--- config.mk ---
export PLATFORM = sky130hd
export DESIGN_NAME = spi_ctrl
export DESIGN_NICKNAME = d
export VERILOG_FILES = /design/src/rtl/spi_pkg.sv /design/src/rtl/spi_sync.sv /design/src/rtl/spi_sck_gen.sv /design/src/rtl/spi_shift.sv /design/src/rtl/spi_ctrl.sv
export SDC_FILE = /design/constraint.sdc
export NUM_CORES = 1
export LEC_CHECK = 0
export ABC_AREA = 1
export BUFFER_PORTS_ARGS = -buffer_cell sky130_fd_sc_hd__buf_4
export CAP_MARGIN = 20
export CORE_MARGIN = 4
export CORE_UTILIZATION = 50
export CTS_BUF_LIST = sky130_fd_sc_hd__clkbuf_8
export CTS_CLUSTER_DIAMETER = 80
export DETAILED_ROUTE_END_ITERATION = 12
export GPL_TIMING_DRIVEN = 1
export HOLD_SLACK_MARGIN = 0.06
export PLACE_DENSITY = 0.83
export SETUP_SLACK_MARGIN = 0.5
export SYNTH_ARGS = -nofsm -noshare
export SYNTH_HDL_FRONTEND = slang
export SYNTH_SLANG_ARGS = --single-unit
--- constraint.sdc ---
create_clock -name clk -period 1.2 [get_ports clk]
set_clock_uncertainty 0.05 [all_clocks]
set_input_delay 0.36 -clock clk [delete_from_list [all_inputs] [get_ports clk]]
set_output_delay 0.36 -clock clk [all_outputs]
set_load 0.005 [all_outputs]
--- src/rtl/spi_pkg.sv ---
package spi_pkg;
  localparam int CTRL_W = 6;
  localparam int CB_EN   = 0;
  localparam int CB_MSTR = 1;
  localparam int CB_LSB  = 2;
  localparam int CB_IE   = 3;
  localparam int CB_SSO  = 4;
  localparam int CB_SSV  = 5;

  localparam int SB_DONE = 0;
  localparam int SB_WCOL = 1;
  localparam int SB_MODF = 2;

  localparam logic [1:0] A_CTRL = 2'd0;
  localparam logic [1:0] A_STAT = 2'd1;
  localparam logic [1:0] A_DATA = 2'd2;
endpackage

--- src/rtl/spi_sync.sv ---
module spi_sync #(
  parameter int         W       = 1,
  parameter logic [W-1:0] RST_VAL = '0
) (
  input  logic         clk,
  input  logic         rst_n,
  input  logic [W-1:0] d,
  output logic [W-1:0] q
);
  logic [W-1:0] s1_q, s2_q;

  always_ff @(posedge clk or negedge rst_n) begin
    if (!rst_n) begin
      s1_q <= RST_VAL;
      s2_q <= RST_VAL;
    end else begin
      s1_q <= d;
      s2_q <= s1_q;
    end
  end

  assign q = s2_q;
endmodule

--- src/rtl/spi_sck_gen.sv ---
module spi_sck_gen #(
  parameter int HALF = 2
) (
  input  logic clk,
  input  logic rst_n,
  input  logic run,
  output logic sck,
  output logic sample_p,
  output logic shift_p
);
  localparam int CW = $clog2(2 * HALF);
  localparam logic [CW-1:0] C_RISE = CW'(HALF - 1);
  localparam logic [CW-1:0] C_FALL = CW'(2 * HALF - 1);
  localparam logic [CW-1:0] C_HIGH = CW'(HALF);

  logic [CW-1:0] cnt_q, cnt_nxt;

  always_comb begin
    cnt_nxt = '0;
    if (run) cnt_nxt = (cnt_q == C_FALL) ? '0 : cnt_q + 1'b1;
  end

  always_ff @(posedge clk or negedge rst_n) begin
    if (!rst_n) cnt_q <= '0;
    else        cnt_q <= cnt_nxt;
  end

  assign sck      = run && (cnt_q >= C_HIGH);
  assign sample_p = run && (cnt_q == C_RISE);
  assign shift_p  = run && (cnt_q == C_FALL);
endmodule

--- src/rtl/spi_shift.sv ---
module spi_shift #(
  parameter int W = 8
) (
  input  logic         clk,
  input  logic         rst_n,
  input  logic         load,
  input  logic [W-1:0] load_val,
  input  logic         lsb_first,
  input  logic         sample,
  input  logic         in_bit,
  input  logic         shift,
  input  logic         abort,
  output logic         out_bit,
  output logic         last,
  output logic [W-1:0] rx,
  output logic         done
);
  localparam int CW = $clog2(W);
  localparam logic [CW-1:0] C_LAST = CW'(W - 1);

  logic [W-1:0]  sr_q, sr_nxt, rx_q, rx_nxt, shifted;
  logic [CW-1:0] cnt_q, cnt_nxt;
  logic          samp_q, samp_nxt, done_q;

  assign shifted = lsb_first ? {samp_q, sr_q[W-1:1]} : {sr_q[W-2:0], samp_q};
  assign last    = shift && !abort && (cnt_q == C_LAST);

  always_comb begin
    sr_nxt   = sr_q;
    cnt_nxt  = cnt_q;
    rx_nxt   = rx_q;
    samp_nxt = sample ? in_bit : samp_q;
    if (load)                sr_nxt = load_val;
    else if (shift && !abort) sr_nxt = shifted;
    if (abort)      cnt_nxt = '0;
    else if (shift) cnt_nxt = last ? '0 : cnt_q + 1'b1;
    if (last) rx_nxt = shifted;
  end

  always_ff @(posedge clk or negedge rst_n) begin
    if (!rst_n) begin
      sr_q   <= '0;
      cnt_q  <= '0;
      rx_q   <= '0;
      samp_q <= 1'b0;
      done_q <= 1'b0;
    end else begin
      sr_q   <= sr_nxt;
      cnt_q  <= cnt_nxt;
      rx_q   <= rx_nxt;
      samp_q <= samp_nxt;
      done_q <= last;
    end
  end

  assign out_bit = lsb_first ? sr_q[0] : sr_q[W-1];
  assign rx      = rx_q;
  assign done    = done_q;
endmodule

--- src/rtl/spi_ctrl.sv ---
module spi_ctrl
  import spi_pkg::*;
#(
  parameter int DW       = 8,
  parameter int SCK_HALF = 2
) (
  input  logic          clk,
  input  logic          rst_n,
  input  logic          bus_wr,
  input  logic [1:0]    bus_addr,
  input  logic [DW-1:0] bus_wdata,
  output logic [DW-1:0] bus_rdata,
  input  logic          gie,
  output logic          irq,
  input  logic          sck_i,
  output logic          sck_o,
  output logic          sck_oe,
  input  logic          mosi_i,
  output logic          mosi_o,
  output logic          mosi_oe,
  input  logic          miso_i,
  output logic          miso_o,
  output logic          miso_oe,
  input  logic          ss_n_i,
  output logic          ss_n_o,
  output logic          ss_n_oe
);
  localparam int PAD_C = DW - CTRL_W;
  localparam int PAD_S = DW - 3;

  logic rst_core_n;
  logic ss_s, mosi_s, sck_s;

  spi_sync #(.W(1), .RST_VAL(1'b0)) u_rsync (
    .clk(clk), .rst_n(rst_n), .d(1'b1), .q(rst_core_n)
  );

  spi_sync #(.W(3), .RST_VAL(3'b100)) u_psync (
    .clk(clk), .rst_n(rst_core_n),
    .d({ss_n_i, mosi_i, sck_i}), .q({ss_s, mosi_s, sck_s})
  );

  logic [CTRL_W-1:0] ctrl_q, ctrl_nxt;
  logic done_q, done_nxt, wcol_q, wcol_nxt, modf_q, modf_nxt;
  logic busy_q, busy_nxt, sck_p_q;

  logic wr_ctrl, wr_stat, wr_data;
  logic en, mstr, sel, slv_act, fault;
  logic s_rise, s_fall, m_run, m_sck, m_samp, m_shift;
  logic start, load, sample, shift, abort, in_bit;
  logic out_bit, last, xfer_done;
  logic [DW-1:0] rx;

  assign wr_ctrl = bus_wr && (bus_addr == A_CTRL);
  assign wr_stat = bus_wr && (bus_addr == A_STAT);
  assign wr_data = bus_wr && (bus_addr == A_DATA);

  assign en      = ctrl_q[CB_EN];
  assign mstr    = ctrl_q[CB_MSTR];
  assign sel     = !ss_s;
  assign slv_act = en && !mstr && sel;
  assign fault   = en && mstr && !ctrl_q[CB_SSO] && !ss_s;

  assign s_rise  = slv_act && sck_s && !sck_p_q;
  assign s_fall  = slv_act && !sck_s && sck_p_q;
  assign m_run   = busy_q && en && mstr;

  spi_sck_gen #(.HALF(SCK_HALF)) u_sck (
    .clk(clk), .rst_n(rst_core_n), .run(m_run),
    .sck(m_sck), .sample_p(m_samp), .shift_p(m_shift)
  );

  assign start  = wr_data && !busy_q && en && mstr && !fault;
  assign load   = wr_data && !busy_q;
  assign sample = mstr ? m_samp : s_rise;
  assign shift  = mstr ? m_shift : (s_fall && busy_q);
  assign abort  = fault || !en || (!mstr && !sel);
  assign in_bit = mstr ? miso_i : mosi_s;

  spi_shift #(.W(DW)) u_shift (
    .clk(clk), .rst_n(rst_core_n),
    .load(load), .load_val(bus_wdata), .lsb_first(ctrl_q[CB_LSB]),
    .sample(sample), .in_bit(in_bit), .shift(shift), .abort(abort),
    .out_bit(out_bit), .last(last), .rx(rx), .done(xfer_done)
  );

  always_comb begin
    ctrl_nxt = wr_ctrl ? bus_wdata[CTRL_W-1:0] : ctrl_q;
    if (fault) begin
      ctrl_nxt[CB_EN]   = 1'b0;
      ctrl_nxt[CB_MSTR] = 1'b0;
    end
    busy_nxt = busy_q;
    if (abort || last)      busy_nxt = 1'b0;
    else if (start || s_rise) busy_nxt = 1'b1;
    done_nxt = xfer_done || (done_q && !(wr_stat && bus_wdata[SB_DONE]));
    wcol_nxt = (wr_data && busy_q) || (wcol_q && !(wr_stat && bus_wdata[SB_WCOL]));
    modf_nxt = fault || (modf_q && !(wr_stat && bus_wdata[SB_MODF]));
  end

  always_ff @(posedge clk or negedge rst_core_n) begin
    if (!rst_core_n) begin
      ctrl_q  <= '0;
      busy_q  <= 1'b0;
      done_q  <= 1'b0;
      wcol_q  <= 1'b0;
      modf_q  <= 1'b0;
      sck_p_q <= 1'b0;
    end else begin
      ctrl_q  <= ctrl_nxt;
      busy_q  <= busy_nxt;
      done_q  <= done_nxt;
      wcol_q  <= wcol_nxt;
      modf_q  <= modf_nxt;
      sck_p_q <= sck_s;
    end
  end

  always_comb begin
    case (bus_addr)
      A_CTRL:  bus_rdata = {{PAD_C{1'b0}}, ctrl_q};
      A_STAT:  bus_rdata = {{PAD_S{1'b0}}, modf_q, wcol_q, done_q};
      A_DATA:  bus_rdata = rx;
      default: bus_rdata = '0;
    endcase
  end

  assign sck_o   = m_sck;
  assign sck_oe  = en && mstr;
  assign mosi_o  = out_bit;
  assign mosi_oe = en && mstr;
  assign miso_o  = out_bit;
  assign miso_oe = slv_act;
  assign ss_n_o  = ctrl_q[CB_SSV];
  assign ss_n_oe = en && mstr && ctrl_q[CB_SSO];
  assign irq     = gie && ctrl_q[CB_IE] && (done_q || modf_q);
endmodule

# After elaboration in Yosys (flattened, before gate mapping)
# Index checks and enable logic that the tools add are counted.
[word_totals] latchBits=0 register_bits=42 rom_bits=0 n_memories=0 ram_bits=0 elab_cells=102
[op_classes] mux=17 n_bitwise=0 reduce_logical=60 add_sub_neg=2 order_cmp=1 div_mod_pow=0 n_shift=0 mul=0 eq_ne=5
[op_table] op="$logic_and A1 B1 Y1" count=35
[op_table] op="$mux W8" count=3
[op_table] op="$pmux W8 S3" count=1
[op_table] op="$logic_not A1 Y1" count=12
[op_table] op="$mux W3" count=3
[op_table] op="$logic_or A1 B1 Y1" count=8
[op_table] op="$mux W2" count=4
[op_table] op="$reduce_bool A2 Y1" count=4
[op_table] op="$mux W1" count=6
[op_table] op="$eq A2 B1 Y1 const B" count=2
[op_table] op="$eq A2 B2 Y1 const B" count=2
[op_table] op="$add A3 B1 Y3 const B" count=1
[op_table] op="$eq A3 B3 Y1 const B" count=1
[op_table] op="$add A2 B1 Y2 const B" count=1
[op_table] op="$ge A2 B2 Y1 const B" count=1
[op_table] op="$logic_not A2 Y1" count=1

# Longest topological paths before layout
[depth] word_depth=12 ltp_mapped=9 ltp_nobuf=9

# By module
# From an unflattened synthesis, not the netlist that was laid out.
[hier_totals] cells_unflattened=256 area_unflattened_um2=2195.9
[modules_own_cells] mod="spi_shift" n_inst=1 area_each_um2=1139.8 cells_each=129
[modules_own_cells] mod="spi_ctrl" n_inst=1 area_each_um2=724.4 cells_each=103
[modules_own_cells] mod="spi_sync at u_psync" n_inst=1 area_each_um2=152.6 cells_each=6
[modules_own_cells] mod="spi_sck_gen" n_inst=1 area_each_um2=128.9 cells_each=16
[modules_own_cells] mod="spi_sync at u_rsync" n_inst=1 area_each_um2=50.0 cells_each=2

# Worst setup path before layout
# OpenSTA, ideal clock, no wires.
[synth_timing] kind="register -> output" startpoint="register ctrl_q[2]" endpoint="output port mosi_o" arrival_time_ps=959 path_buffers=2 required_time_ps=790 setup_slack_ps=-169 path_stages_with_launch=5 path_cell_list="dfrtp_1 clkbuf_1 nor2_1 a21oi_1 buf_4"
[synth_between] elab_chain_len=1
[synth_rtl] element="start, declared" line_no="spi_ctrl.sv:43" rtl="logic [CTRL_W-1:0] ctrl_q, ctrl_nxt;"
[synth_rtl] element="start signal, assigned" line_no="spi_ctrl.sv:110" rtl="ctrl_q <= ctrl_nxt;"
[synth_rtl] element="$mux W1" line_no="spi_shift.sv:56" rtl="assign out_bit = lsb_first ? sr_q[0] : sr_q[W-1];"
[synth_rtl] element="end, declared" line_no="spi_ctrl.sv:19" rtl="output logic mosi_o,"
# Every way passes these cells.

# Worst setup path after layout
[layout_timing] startpoint="register u_psync.s2_q[2] (netlist: u_psync.q[2])" endpoint="register u_shift.rx_q[6] (netlist: u_shift.rx[6])"
[layout_between] elab_chain_len=8 word_cells_on_any_way=13
[layout_rtl] element="start, declared" line_no="spi_sync.sv:10" rtl="logic [W-1:0] s1_q, s2_q;"
[layout_rtl] element="start signal, assigned" line_no="spi_sync.sv:18" rtl="s2_q <= s1_q;"
[layout_rtl] element="$logic_not A1 Y1" line_no="spi_ctrl.sv:60, spi_ctrl.sv:62"
[layout_rtl] element="$logic_and A1 B1 Y1" line_no="spi_ctrl.sv:61" rtl="assign slv_act = en && !mstr && sel;"
[layout_rtl] element="$logic_and A1 B1 Y1 (2 in a row)" line_no="spi_ctrl.sv:65" rtl="assign s_fall = slv_act && !sck_s && sck_p_q;"
[layout_rtl] element="$logic_and A1 B1 Y1" line_no="spi_ctrl.sv:76" rtl="assign shift = mstr ? m_shift : (s_fall && busy_q);"
[layout_rtl] element="$mux W1" line_no="spi_ctrl.sv:76"
[layout_rtl] element="$logic_and A1 B1 Y1 (*) (2 in a row)" line_no="spi_shift.sv:26" rtl="assign last = shift && !abort && (cnt_q == C_LAST);"
[layout_rtl] element="end signal, assigned" line_no="spi_shift.sv:50" rtl="rx_q <= rx_nxt;"
[layout_rtl] element="end, declared" line_no="spi_shift.sv:21" rtl="logic [W-1:0] sr_q, sr_nxt, rx_q, rx_nxt, shifted;"
# Mark *: on every way between the ends. The rest lies on a longest branch, timed or not.
# A chain may end at the register's enable or synchronous reset.

==> impl_metrics.toml <==
[sta]
shortest_clock_period_the_worst_path_allows_after_layout_ps = 1820
report.final.slew_viol_count = 0
grt_setup_unrepaired = "yes"
highest_clock_frequency_the_design_can_meet_ghz = 0.5493
fin_ws_ps = -620.4
timing.final.crit_share_pct = 151.7
finalHoldViolations = 0
setup-violations-final = 42

[power_and_ir_drop]
power.combinational.fraction_pct = 50.5
vdd.ir_drop.worst_mv = 1.097
portion_of_total_power_attributed_to_sequential_cells_pct = 32.2
swShare_pct = 42.04
internal_power_uw = 3475
cellLeakagePower_uw = 0.001887
power.switching_uw = 2521
powerDensity_nw_per_um2 = 1573
totalPowerFinal_uw = 5996
power.clock.fraction_pct = 17.3

[grt]
globalRouteMet2Util_pct = 56.69
gr-usage-all-layers_pct = 36.85
top_usage_layer = "met2"
grt_use_met1_pct = 44.16
grt_first_pass_wirelength_mm = 14.54
first_global_vias = 2664
gr-total-overflow = 0
grt_max_degree = 24
global_route.usage.met3_pct = 12.84
number_of_antenna_violations_at_the_first_check_in_global_routing = 0

[routing]
ant_nets = 0
drt_iter0_markers = 702
routed_wire_length_per_instance_um = 29.30
drc = 0
via_count = 2929
drt_wl_total_mm = 12.42
detail_route.vias_per_cell = 6.908
drt_first_pass_iters = 12

[synth]
mappedNetlistArea_sq_um = 2177
synth_top_area_share_pct = 45.98
synth.yosys.seq_area_share_pct = 48.39
synth_area_per_cell_sq_um = 8.154
synthCells = 267
yosysWarningCount = 0
synth_largest_area_cell = "dfrtp_1"
ys_ff_latch = 42
yosys-top-cells-area = "dfrtp_1 (46%), nand2_1 (15%), inv_1 (5.3%)"
yosys.cell_types.count = 29
synth.net_count = 290

[floorplan]
fp.dieW_um = 73.99
floorplan.io_pins = 35
rows = 23
initial_utilization_pct = 52.90
die_h_um = 73.99
fp.dieArea_sq_um = 5474
fp.coreArea_sq_um = 4115

[finish]
register_area_sq_um = 1061
proportion_of_layout_cells_with_a_drive_suffix_above_1_pct = 54.81
fillCellCount = 120
antenna_cells = 0
multi_input_area_sq_um = 1360
areaGrowthSynthToFinish_pct = 75.06
layout.cells.most_common = "nand2_1"
final_cells = 424
layout_common_cells = "nand2_1 (55), buf_4 (50), buf_6 (46), dfrtp_1 (36), nand2_2 (23)"
nets = 396

[critical_path]
crit_path_end_kind = "flop"
timing.critical_path.from_type = "flop"
worstPathArrival_ps = 1970
category_of_the_most_critical_setup_path = "flop to flop"
path_max_fanout = 5
required_ps = 1350

[place]
portBuffers = 34
dpl.hpwl_mm = 3.849
place.detailed.instances = 369
routabilityCongestion = 0.8455

[outcome]
outcome = "complete, but fails checks"
violations = "setup timing"

[cts]
cts_made_buffers = 5
cts_tree = "built"
max-clock-path-buffers = 2
cts.clk_slew.worst_paths_ps = 100
clock_sinks = 42
worst_skew_pair.late_latency_ps = 320
cts.root.buffer_cell = "clkbuf_8"
cts.htree.levels = 2

[flow_run]
cap_violations = 0

[hold_path]
min_delay_path_class = "primary input to flop"
==> routing by layer <==
metal	wire (um)	vias up
li1	-	1064
met1	3960	1346
met2	5173	382
met3	2080	137
met4	1210	0
met5	0	-
==> metrics by stage <==
step	setup TNS [ps]	hold WS, ps	util, %	instance area [sq um]	worst slack [ps]
final	-17970	84.61	92.61	3811	-620.4
after global routing	-18160	87.93	92.61	3811	-620.2
after CTS	-11070	108.1	83.79	3448	-423.0
after detailed placement	-7448	92.83	66.98	2756	-292.0
after global placement	-6375	92.30	66.98	2756	-244.4
after floorplan	-1360	14.41	-	2292	-70.69
==> layout make-up <==
| class | count | area share (%) |
|---|---|---|
| clock inverters | 2 | 0.3283 |
| flip-flops and latches | 42 | 27.84 |
| well taps | 50 | 1.641 |
| multi-input cells | 184 | 35.69 |
| repair buffers | 105 | 27.84 |
| inverters | 35 | 4.498 |
| clock buffers | 6 | 2.167 |
==> Yosys cell counts <==
library cell / count
nor3_1: 1
nor2_2: 2
clkinv_2: 1
conb_1: 1
nand2_2: 4
nor2_4: 2
dfrtp_1: 40
buf_4: 2
inv_1: 31
nand4_1: 11
nor2_8: 1
a21oi_1: 5
o211a_1: 1
o21ai_1: 6
dfstp_2: 2
nand3_2: 1
clkbuf_1: 1
buf_2: 3
nand3_4: 1
inv_2: 3
buf_6: 4
nand2_4: 3
a22o_1: 1
nand3_1: 17
nand2_1: 87
o211ai_1: 2
nor2_1: 12
o21ai_0: 17
ha_1: 5
==> final timing paths <==
kind	from	endpoint	slack (ps)	depth (start not counted)
worst max-delay path	u_psync.q[2]	u_shift.rx[6]	-620	8
worst min-delay path	ss_n_i	u_psync.s1_q[2]	80	1
worst min register to register	u_rsync.q	ctrl_q[1]	210	1
min in group asynchronous	u_rsync.q	ctrl_q[1]	210	1
max in group asynchronous	u_rsync.q	u_shift.sr_q[2]	680	1
worst max register to register	u_psync.q[2]	u_shift.rx[6]	-620	8
==> registers in the layout, indices dropped and copies added, names as in the netlist, 2 cells and up <==
register       flops
ctrl_q             6
u_psync.q          3
u_psync.s1_q       3
u_sck.cnt_q        2
u_shift.cnt_q      3
u_shift.rx         8
u_shift.sr_q       8
==> power groups by stage <==
stage | sequential [uW] | combinational [uW] | clock, uW
4_1_cts | 1830 | 2120 | 979
3_5_place_dp | 1860 | 1390 | 0
5_1_grt | 1940 | 3130 | 1080
6_report | 1930 | 3030 | 1040
2_1_floorplan | 1800 | 863 | 0
3_3_place_gp | 1850 | 1360 | 0
==> cell families after synthesis <==
kind of cell               after synthesis  share of synthesized area [%]
and+or+nand+nor                        142                          30.86
buffers and inverters                   45                          9.712
DFF                                     42                          48.39
AOI/OAI and AO/OA                       32                          7.988
adders and majority gates                5                          2.874
other                                    1                         0.1722
==> critical path, cell delays in order, from the launching register on <==
cell and delay, ps:
dfstp_2 570, inv_2 60, buf_6 120, nand2_4 70
nor2_4 70, nor2_4 220, nand3_4 190, nand2_1 220
nand2_1 110
==> timing repair <==
item	4_1_cts	5_1_grt
gates resized for setup	91	60
hold endpoints to repair	2	0
buffers inserted	23	18
hold buffers	1	0
pin swaps	47	36
endpoints found under the setup margin	90	60
cloned	5	0
Power figures use the tool's default switching activity.
